===== src/rtl/ee_rd_pkg.sv =====
package ee_rd_pkg;

    // Protocol widths fixed by the device command format
    localparam int ADDR_W = 8;
    localparam int DATA_W = 16;

    // Step counts for each segment of a read transfer
    localparam int PRE_N  = 4;
    localparam int CMD_BITS_N = 3;
    localparam int CMD_N  = 2 * CMD_BITS_N;
    localparam int ADR_N  = 2 * ADDR_W;
    localparam int DAT_N  = 2 * DATA_W;
    localparam int TAIL_N = 4;

    localparam int CMD_BASE  = PRE_N;
    localparam int ADR_BASE  = CMD_BASE + CMD_N;
    localparam int GAP_IDX   = ADR_BASE + ADR_N;
    localparam int DAT_BASE  = GAP_IDX + 1;
    localparam int TAIL_BASE = DAT_BASE + DAT_N;
    localparam int NUM_STEPS = TAIL_BASE + TAIL_N;
    localparam int STEP_W    = $clog2(NUM_STEPS);

    // Start bit then read command, sent left to right
    localparam logic [CMD_BITS_N-1:0] CMD_BITS = 3'b110;

    typedef struct packed {
        logic sel;
        logic sclk;
        logic dout;
    } pins_t;

    typedef enum logic [2:0] {
        SEG_PRE,
        SEG_CMD,
        SEG_ADR,
        SEG_GAP,
        SEG_DAT,
        SEG_TAIL
    } seg_e;

    function automatic seg_e seg_of(input int idx);
        if (idx < CMD_BASE)       return SEG_PRE;
        else if (idx < ADR_BASE)  return SEG_CMD;
        else if (idx < GAP_IDX)   return SEG_ADR;
        else if (idx == GAP_IDX)  return SEG_GAP;
        else if (idx < TAIL_BASE) return SEG_DAT;
        else                      return SEG_TAIL;
    endfunction

    // Pin vector driven during step idx for word address a
    function automatic pins_t step_pins(input int idx, input logic [ADDR_W-1:0] a);
        pins_t p;
        int    off;
        p   = '0;
        off = 0;
        unique case (seg_of(idx))
            SEG_PRE: begin
                off    = idx;
                p.sel  = (off != 0);
                p.sclk = (off == 2);
            end
            SEG_CMD: begin
                off    = idx - CMD_BASE;
                p.sel  = 1'b1;
                p.sclk = ((off % 2) == 1);
                p.dout = CMD_BITS[CMD_BITS_N-1-(off/2)];
            end
            SEG_ADR: begin
                off    = idx - ADR_BASE;
                p.sel  = 1'b1;
                p.sclk = ((off % 2) == 1);
                p.dout = a[ADDR_W-1-(off/2)];
            end
            SEG_GAP: begin
                p.sel = 1'b1;
            end
            SEG_DAT: begin
                off    = idx - DAT_BASE;
                p.sel  = 1'b1;
                p.sclk = ((off % 2) == 0);
            end
            default: begin
                off    = idx - TAIL_BASE;
                p.sel  = (off == 1);
                p.sclk = (off == 3);
            end
        endcase
        return p;
    endfunction

    // True for the low-clock half of each read bit
    function automatic logic is_sample(input int idx);
        return (seg_of(idx) == SEG_DAT) && (((idx - DAT_BASE) % 2) == 1);
    endfunction

endpackage


===== src/rtl/ee_settle_timer.sv =====
module ee_settle_timer #(
    parameter int SETTLE = 50
) (
    input  logic clk,
    input  logic rst,
    input  logic run,
    output logic expire
);
    localparam int CW = (SETTLE > 1) ? $clog2(SETTLE) : 1;
    localparam logic [CW-1:0] LAST = CW'(SETTLE - 1);

    logic [CW-1:0] cnt;

    assign expire = run && (cnt == LAST);

    always_ff @(posedge clk) begin
        if (rst || !run || expire) cnt <= '0;
        else                       cnt <= cnt + 1'b1;
    end


    settle_idle_clear_chk: assert property (@(posedge clk) disable iff (rst)
        !run |=> (cnt == '0));


    settle_range_chk: assert property (@(posedge clk) disable iff (rst)
        cnt <= LAST);

endmodule


===== src/rtl/ee_step_seq.sv =====
module ee_step_seq
    import ee_rd_pkg::*;
(
    input  logic              clk,
    input  logic              rst,
    input  logic              req,
    input  logic [ADDR_W-1:0] req_addr,
    input  logic              expire,
    output logic              busy,
    output logic              done,
    output logic              start,
    output logic              sample,
    output pins_t             pins
);
    localparam logic [STEP_W-1:0] LAST_STEP = STEP_W'(NUM_STEPS - 1);

    logic [STEP_W-1:0] step_q;
    logic [ADDR_W-1:0] addr_q;

    assign start  = req && !busy;
    assign sample = busy && expire && is_sample(int'(step_q));

    always_ff @(posedge clk) begin
        if (rst) begin
            busy   <= 1'b0;
            done   <= 1'b0;
            step_q <= '0;
            addr_q <= '0;
            pins   <= '0;
        end else begin
            done <= 1'b0;
            if (!busy) begin
                if (req) begin
                    busy   <= 1'b1;
                    addr_q <= req_addr;
                    step_q <= '0;
                    pins   <= step_pins(0, req_addr);
                end
            end else if (expire) begin
                if (step_q == LAST_STEP) begin
                    busy <= 1'b0;
                    done <= 1'b1;
                end else begin
                    step_q <= step_q + 1'b1;
                    pins   <= step_pins(int'(step_q) + 1, addr_q);
                end
            end
        end
    end


    reset_pins_low_chk: assert property (@(posedge clk)
        rst |=> (pins == '0 && !busy && !done));


    busy_done_excl_chk: assert property (@(posedge clk) disable iff (rst)
        !(busy && done));


    done_single_chk: assert property (@(posedge clk) disable iff (rst)
        done |=> !done);


    pins_hold_chk: assert property (@(posedge clk) disable iff (rst)
        (busy && !expire) |=> $stable(pins));


    end_state_chk: assert property (@(posedge clk) disable iff (rst)
        done |-> (pins.sclk && !pins.sel && !pins.dout));


    busy_addr_keep_chk: assert property (@(posedge clk) disable iff (rst)
        (busy && req) |=> $stable(addr_q));

endmodule


===== src/rtl/ee_rx_shift.sv =====
module ee_rx_shift
    import ee_rd_pkg::*;
(
    input  logic              clk,
    input  logic              rst,
    input  logic              clear,
    input  logic              sample,
    input  logic              sdi,
    output logic [DATA_W-1:0] word
);
    always_ff @(posedge clk) begin
        if (rst || clear) word <= '0;
        else if (sample)  word <= {word[DATA_W-2:0], sdi};
    end


    word_hold_chk: assert property (@(posedge clk) disable iff (rst)
        (!sample && !clear) |=> $stable(word));

endmodule


===== src/rtl/ee_word_reader.sv =====
module ee_word_reader
    import ee_rd_pkg::*;
#(
    parameter int SETTLE = 50
) (
    input  logic              clk,
    input  logic              rst,
    input  logic              rd_req,
    input  logic [ADDR_W-1:0] rd_addr,
    input  logic              sdi_i,
    output logic              busy,
    output logic              done,
    output logic [DATA_W-1:0] rd_word,
    output logic              sel_o,
    output logic              sck_o,
    output logic              sdo_o
);
    logic  expire;
    logic  start;
    logic  sample;
    pins_t pins;

    ee_settle_timer #(.SETTLE(SETTLE)) u_timer (
        .clk    (clk),
        .rst    (rst),
        .run    (busy),
        .expire (expire)
    );

    ee_step_seq u_seq (
        .clk      (clk),
        .rst      (rst),
        .req      (rd_req),
        .req_addr (rd_addr),
        .expire   (expire),
        .busy     (busy),
        .done     (done),
        .start    (start),
        .sample   (sample),
        .pins     (pins)
    );

    ee_rx_shift u_rx (
        .clk    (clk),
        .rst    (rst),
        .clear  (start),
        .sample (sample),
        .sdi    (sdi_i),
        .word   (rd_word)
    );

    assign sel_o = pins.sel;
    assign sck_o = pins.sclk;
    assign sdo_o = pins.dout;

endmodule


===== config.mk =====
export PLATFORM = sky130hd
export DESIGN_NAME = ee_word_reader
export DESIGN_NICKNAME = d
export VERILOG_FILES = /design/src/rtl/ee_rd_pkg.sv /design/src/rtl/ee_settle_timer.sv /design/src/rtl/ee_step_seq.sv /design/src/rtl/ee_rx_shift.sv /design/src/rtl/ee_word_reader.sv
export SDC_FILE = /design/constraint.sdc
export NUM_CORES = 1
export LEC_CHECK = 0
export CORE_UTILIZATION = 30
export CTS_BUF_LIST = sky130_fd_sc_hd__clkbuf_8
export DETAILED_ROUTE_END_ITERATION = 6
export PLACE_DENSITY_LB_ADDON = 0.12
export SLEW_MARGIN = 10
export SYNTH_ARGS = -nofsm -noshare
export SYNTH_HDL_FRONTEND = slang
export SYNTH_SLANG_ARGS = --single-unit
export TNS_END_PERCENT = 50

===== constraint.sdc =====
create_clock -name clk -period 4.7 [get_ports clk]
set_input_delay 0.94 -clock clk [delete_from_list [all_inputs] [get_ports clk]]
set_output_delay 0.94 -clock clk [all_outputs]
set_load 0.02 [all_outputs]

# After elaboration in Yosys (flattened, before gate mapping)
# Index checks and enable logic that the tools add are counted.
classes:
  bitwise_logic: 6
  n_addsub: 12
  n_lt_le_gt_ge: 10
  reduce_logical: 19
  n_mux: 41
  n_eq_ne: 21
ops:
  columns: ["cell", "count"]
  rows:
  - ["32-bit by 1-bit adder with 32-bit output", 2]
  - ["32-bit by 3-bit == test with 1-bit output (second input constant)", 2]
  - ["32-bit by 4-bit less-than comparator with 1-bit output (second input constant)", 2]
  - ["32-bit by 5-bit less-than comparator with 1-bit output (second input constant)", 2]
  - ["3-bit 2-to-1 mux", 19]
  - ["32-bit by 2-bit == test with 1-bit output (second input constant)", 1]
  - ["32-bit by 6-bit == test with 1-bit output (second input constant)", 1]
  - ["32-bit logical NOT", 1]
  - ["32-bit by 6-bit less-than comparator with 1-bit output (second input constant)", 1]
  - ["32-bit by 7-bit less-than comparator with 1-bit output (second input constant)", 1]
  - ["32-bit nonzero test", 1]
  - ["3-bit by 32-bit subtractor with 32-bit output (first input constant)", 1]
  - ["32-bit by 4-bit subtractor with 32-bit output (second input constant)", 1]
  - ["32-bit by 5-bit subtractor with 32-bit output (second input constant)", 1]
  - ["32-bit by 6-bit subtractor with 32-bit output (second input constant)", 1]
  - ["32-bit by 7-bit subtractor with 32-bit output (second input constant)", 1]
  - ["4-bit by 32-bit subtractor with 32-bit output (first input constant)", 1]
  - ["6-bit 2-to-1 mux", 4]
  - ["6-bit == test (second input constant)", 3]
  - ["1-bit 2-to-1 mux", 13]
  - ["6-bit by 1-bit adder with 6-bit output (second input constant)", 2]
  - ["3-bit by 2-bit == test with 1-bit output (second input constant)", 4]
  - ["3-bit == test (second input constant)", 3]
  - ["4-bit OR reduction", 2]
  - ["25 further kinds", 39]
word_totals:
  reg_bits: 41
  in_bits: 12
  wordCells: 118

# Logic depth before layout (Yosys ltp)
depth:
  word_depth: 17
  mapped_depth: 17

# By module
# Synthesis repeated with hierarchy kept, for this count alone.
unflattened:
  hier_cells: 291
  hier_area_um2: 2364.8
by_module_without_submodules:
  columns: ["mod", "area_per_inst_um2", "n_inst", "cells_each"]
  rows:
  - ["ee_step_seq", 1519.0, 1, 210]
  - ["ee_rx_shift", 581.8, 1, 53]
  - ["ee_settle_timer", 264.0, 1, 28]

# Least setup slack after synthesis
# OpenSTA, ideal clock, no wires.
synth_timing:
  path_kind: "reg-to-reg"
  startpoint: "register u_seq.step_q[1]"
  endpoint: "register u_seq.pins[0] (netlist name)"
  t_required_ps: 4609
  n_path_buf: 1
  setup_slack_ps: 1346
  setup_ps: 91
  stages_incl_launch_ff: 18
  synth_period_minus_slack_ps: 3354
  arrival_time_ps: 3263
  cell_sequence: "dfxtp_1 ha_1 buf_2 xor2_1 inv_1 ha_1 nand2b_1 nand3_1 a21oi_1 ha_1 inv_1 ha_1 xor2_1 xnor2_1 xnor2_1 mux2i_1 or4_1 a311oi_1"
synth_between:
  elab_chain_cells: 16
  elab_cells_between_ends: 38
synth_lines:
  columns: ["element", "line", "rtl"]
  rows:
  - ["start, declared", "ee_step_seq.sv:17", "logic [STEP_W-1:0] step_q;"]
  - ["start signal, assigned", "ee_step_seq.sv:44", "step_q <= step_q + 1'b1;"]
  - ["parallel branches: the longest is 16 deep, another holds 32-bit by 5-bit subtractor with 32-bit output", null, null]
# Parallel ways; which one is timed is not known. The select of a mux whose other input is x is not followed.
# A chain may end at the register's enable or synchronous reset.

# Worst setup path in the final report
layout_timing:
  startpoint: "register u_seq.step_q[0]"
  endpoint: "register u_seq.pins[0] (netlist name)"
layout_between:
  elab_chain_cells: 16
  elab_cells_between_ends: 38
layout_lines:
  columns: ["element"]
  rows:
  - ["parallel branches: the longest is 16 deep, another holds 32-bit by 5-bit subtractor with 32-bit output"]
# Parallel ways; which one is timed is not known. The select of a mux whose other input is x is not followed.

==> summary.txt <==
Worst hold margin -> 459 ps
F_max -> 0.259 GHz
Cell Pwr Density -> 240 mW/mm2
Top cell by count, worst path -> ha_1
Pins Over Slew Limit -> 0
Synth Cell Area -> 0.00234 mm2
Maxcap violations -> 0
Post-DRT Antenna Nets -> 0
Yosys cell types -> 52
CTS tree -> built
Grt ovf -> 0
Vias per cell -> 4.90
Crit path capture type -> register
Peak supply drop -> 131 uV
Reg clk slew, reported paths -> 90 ps
HPWL Detailed -> 3800 um
RSZ-0062 raised after global routing -> no
Relative slew slack -> 43.6%
CP Data Required Time -> 4900 ps
Setup TNS Final -> 0 ps
Synthesized instance count -> 274
First-pass GRT wire length -> 9140 um
Area Growth Syn to Fin -> 21.3%
Via count -> 1950
CP startpoint -> u_seq.step_q[0]$_SDFFE_PP0P_
Chip width -> 90.3 um
Die Area -> 0.00816 mm2
YS warnings -> 0
Area leader, netlist -> dfxtp_1
Post-Syn Nets -> 299
Outcome -> complete, no violations
Fin. Hold Viols -> 0
Ratio of cells with drive above 1 in the final layout -> 10.4%
Fillcell total -> 748
Fin nets -> 323
Post-synthesis register bit count -> 41
CP Launch Type -> register
Num CTS Buffers -> 5
Setup CP Type -> reg2reg
FF/Latch Area -> 821 um2
Buffers on Ports -> 32
Total wire length -> 5400 um
HP Class -> reg2reg
Slowest CP cell -> dfxtp_1
Total track usage -> 13.8%
Minimum clock period -> 3860 ps
Hold_buf cts -> 0
Io pins -> 33
Top_reg_cell synth -> dfxtp_1
Initial Util -> 31.6%
Synth top area cells -> dfxtp_1, mux2i_1, ha_1
Clock sinks -> 41
CTS Root Cell -> clkbuf_8
DRC -> 0
RePlAce Congestion -> 0.847
Wire per inst -> 13.6 um
WP data arrival -> 4050 ps
Worst Tran Pin Value -> 846 ps
Synth top area share -> 35.1%
Number of flops mapped to enable cells by yosys -> 0
Antenna violations before repair -> 0
Reg-to-reg critical path startpoint -> u_seq.step_q[0]$_SDFFE_PP0P_
Multi-input logic area -> 0.00141 mm2
Most frequent cells in the layout -> dfxtp_1, clkdlybuf4s50_1, nor2_1, nand2_1, a21oi_1
Core Area -> 0.00741 mm2
Post-synth ARST share -> 0%
Seq/Total Area, Yosys -> 35.1%
Clk Latency, worst-skew pair -> 300 ps
Post-CTS Resized -> 0
CP Cell Sequence -> ha_1 -> xor2_1 -> inv_1 -> ha_1 -> nand2b_1 -> nand3_1 -> a21oi_1 -> ha_1 -> inv_1 -> ha_1 -> xor2_1 -> xnor2_1 -> xnor2_1 -> mux2i_1 -> or4_1 -> a311oi_1
Vias in the first global route -> 1818
Die Ht -> 90.3 um
Commonest non-fill, non-tap cell in the layout -> dfxtp_1
Final setup vio count -> 0
HP Start -> u_seq.addr_q[6]$_SDFFE_PP0P_
Final worst-path cycle share -> 82.0%
Clk buf depth -> 2
Ant. Diodes -> 0
CP peak stage delay -> 620 ps
First-pass iteration count of the detailed router -> 4
Avg Cell Area, Syn -> 8.54 um2
Largest net degree at the start of global routing -> 22
H-tree level count -> 2
Rows -> 31
Post-CTS Setup Bufs -> 0
CP max FO -> 12
Iter 0 DRT Violations -> 65
P_leak -> 0.989 nW
Layout Skew -> 11.6 ps
cells by family (layout without fill, tap and decap cells):
| group | count (synthesis) | count (layout) | share of synthesized area (%) |
|---|---|---|---|
| xor gates and xnor gates | 12 | 12 | 4.49 |
| buffers and inverters | 25 | 50 | 4.54 |
| muxes | 20 | 20 | 9.67 |
| DFF | 41 | 41 | 35.1 |
| adders and majority gates | 13 | 13 | 6.95 |
| AOI/OAI and AO/OA | 57 | 57 | 16.5 |
| and+or+nand+nor | 106 | 106 | 22.8 |
worst max-delay path, delay by kind of cell (launching register included):
kind            cells  cell delay (ps)
flops               1              620
simple gates        3              680
compound gates      2              300
fa+ha+maj           4             1010
buf+inv             2              220
mux                 1               90
xor+xnor            4              830
synthesized netlist by cell type (all sizes together) (3+ instances only):
cell type,count
nand2b,6
nor3,3
nand4,3
nand3b,3
buf,9
a21oi,22
ha,13
a31oi,4
o21ai,8
xnor2,7
mux2i,17
dfxtp,41
clkbuf,8
nor2,38
xor2,5
nand3,10
and2,5
nand2,26
inv,8
state kept, by name, summed over array words and instances, names as in the netlist:
name	count
u_seq.done	1
u_seq.addr_q	8
u_seq.pins	3
u_timer.cnt	6
u_rx.word	16
u_seq.step_q	6
u_seq.busy	1
through the flow:
| step | util [%] | power, mW | area (um2) | cells | setup slack (ps) |
|---|---|---|---|---|---|
| 2_1_floorplan | - | 0.382 | 2340 | 274 | 1350 |
| 3_3_place_gp | 36.8 | 0.397 | 2720 | 390 | 979 |
| 3_5_place_dp | 36.8 | 0.398 | 2720 | 390 | 856 |
| 4_1_cts | 38.3 | 0.693 | 2840 | 398 | 827 |
| 5_1_grt | 38.3 | 0.709 | 2840 | 398 | 509 |
| 6_report | 38.3 | 0.681 | 2840 | 398 | 844 |
routing by layer:
layer / track usage, % / share of wire [%] / wire length, um
met1: 19.5 / 51 / 2760
met2: 20.2 / 42 / 2270
met3: 3.54 / 5.6 / 302
met4: 4.84 / 1.3 / 69
met5: 0 / 0 / 0
final timing paths:
check | end | slack [ps] | depth (start not counted)
min | u_seq.addr_q[6]$_SDFFE_PP0P_ | 460 | 2
min reg2reg | u_seq.addr_q[6]$_SDFFE_PP0P_ | 460 | 2
max | u_seq.pins[0]$_SDFFE_PP0P_ | 840 | 16
max reg2reg | u_seq.pins[0]$_SDFFE_PP0P_ | 840 | 16
report_power, final:
group / switching (mW) / internal (mW) / leakage (nW)
sequential: 0.00358 / 0.352 / 0.332
combinational: 0.0178 / 0.0150 / 0.603
clock: 0.133 / 0.159 / 0.0543
total: 0.155 / 0.526 / 0.989
area by class of cell:
type	count	area share (%)
Inverter	8	1.06
Timing Repair Buffer	34	11.8
Clock buffer	5	2.42
Clock inverter	3	1.63
Tap cell	99	4.36
Multi-Input combinational cell	208	49.8
Sequential cell	41	28.9
(Power assumes the default switching activity.)
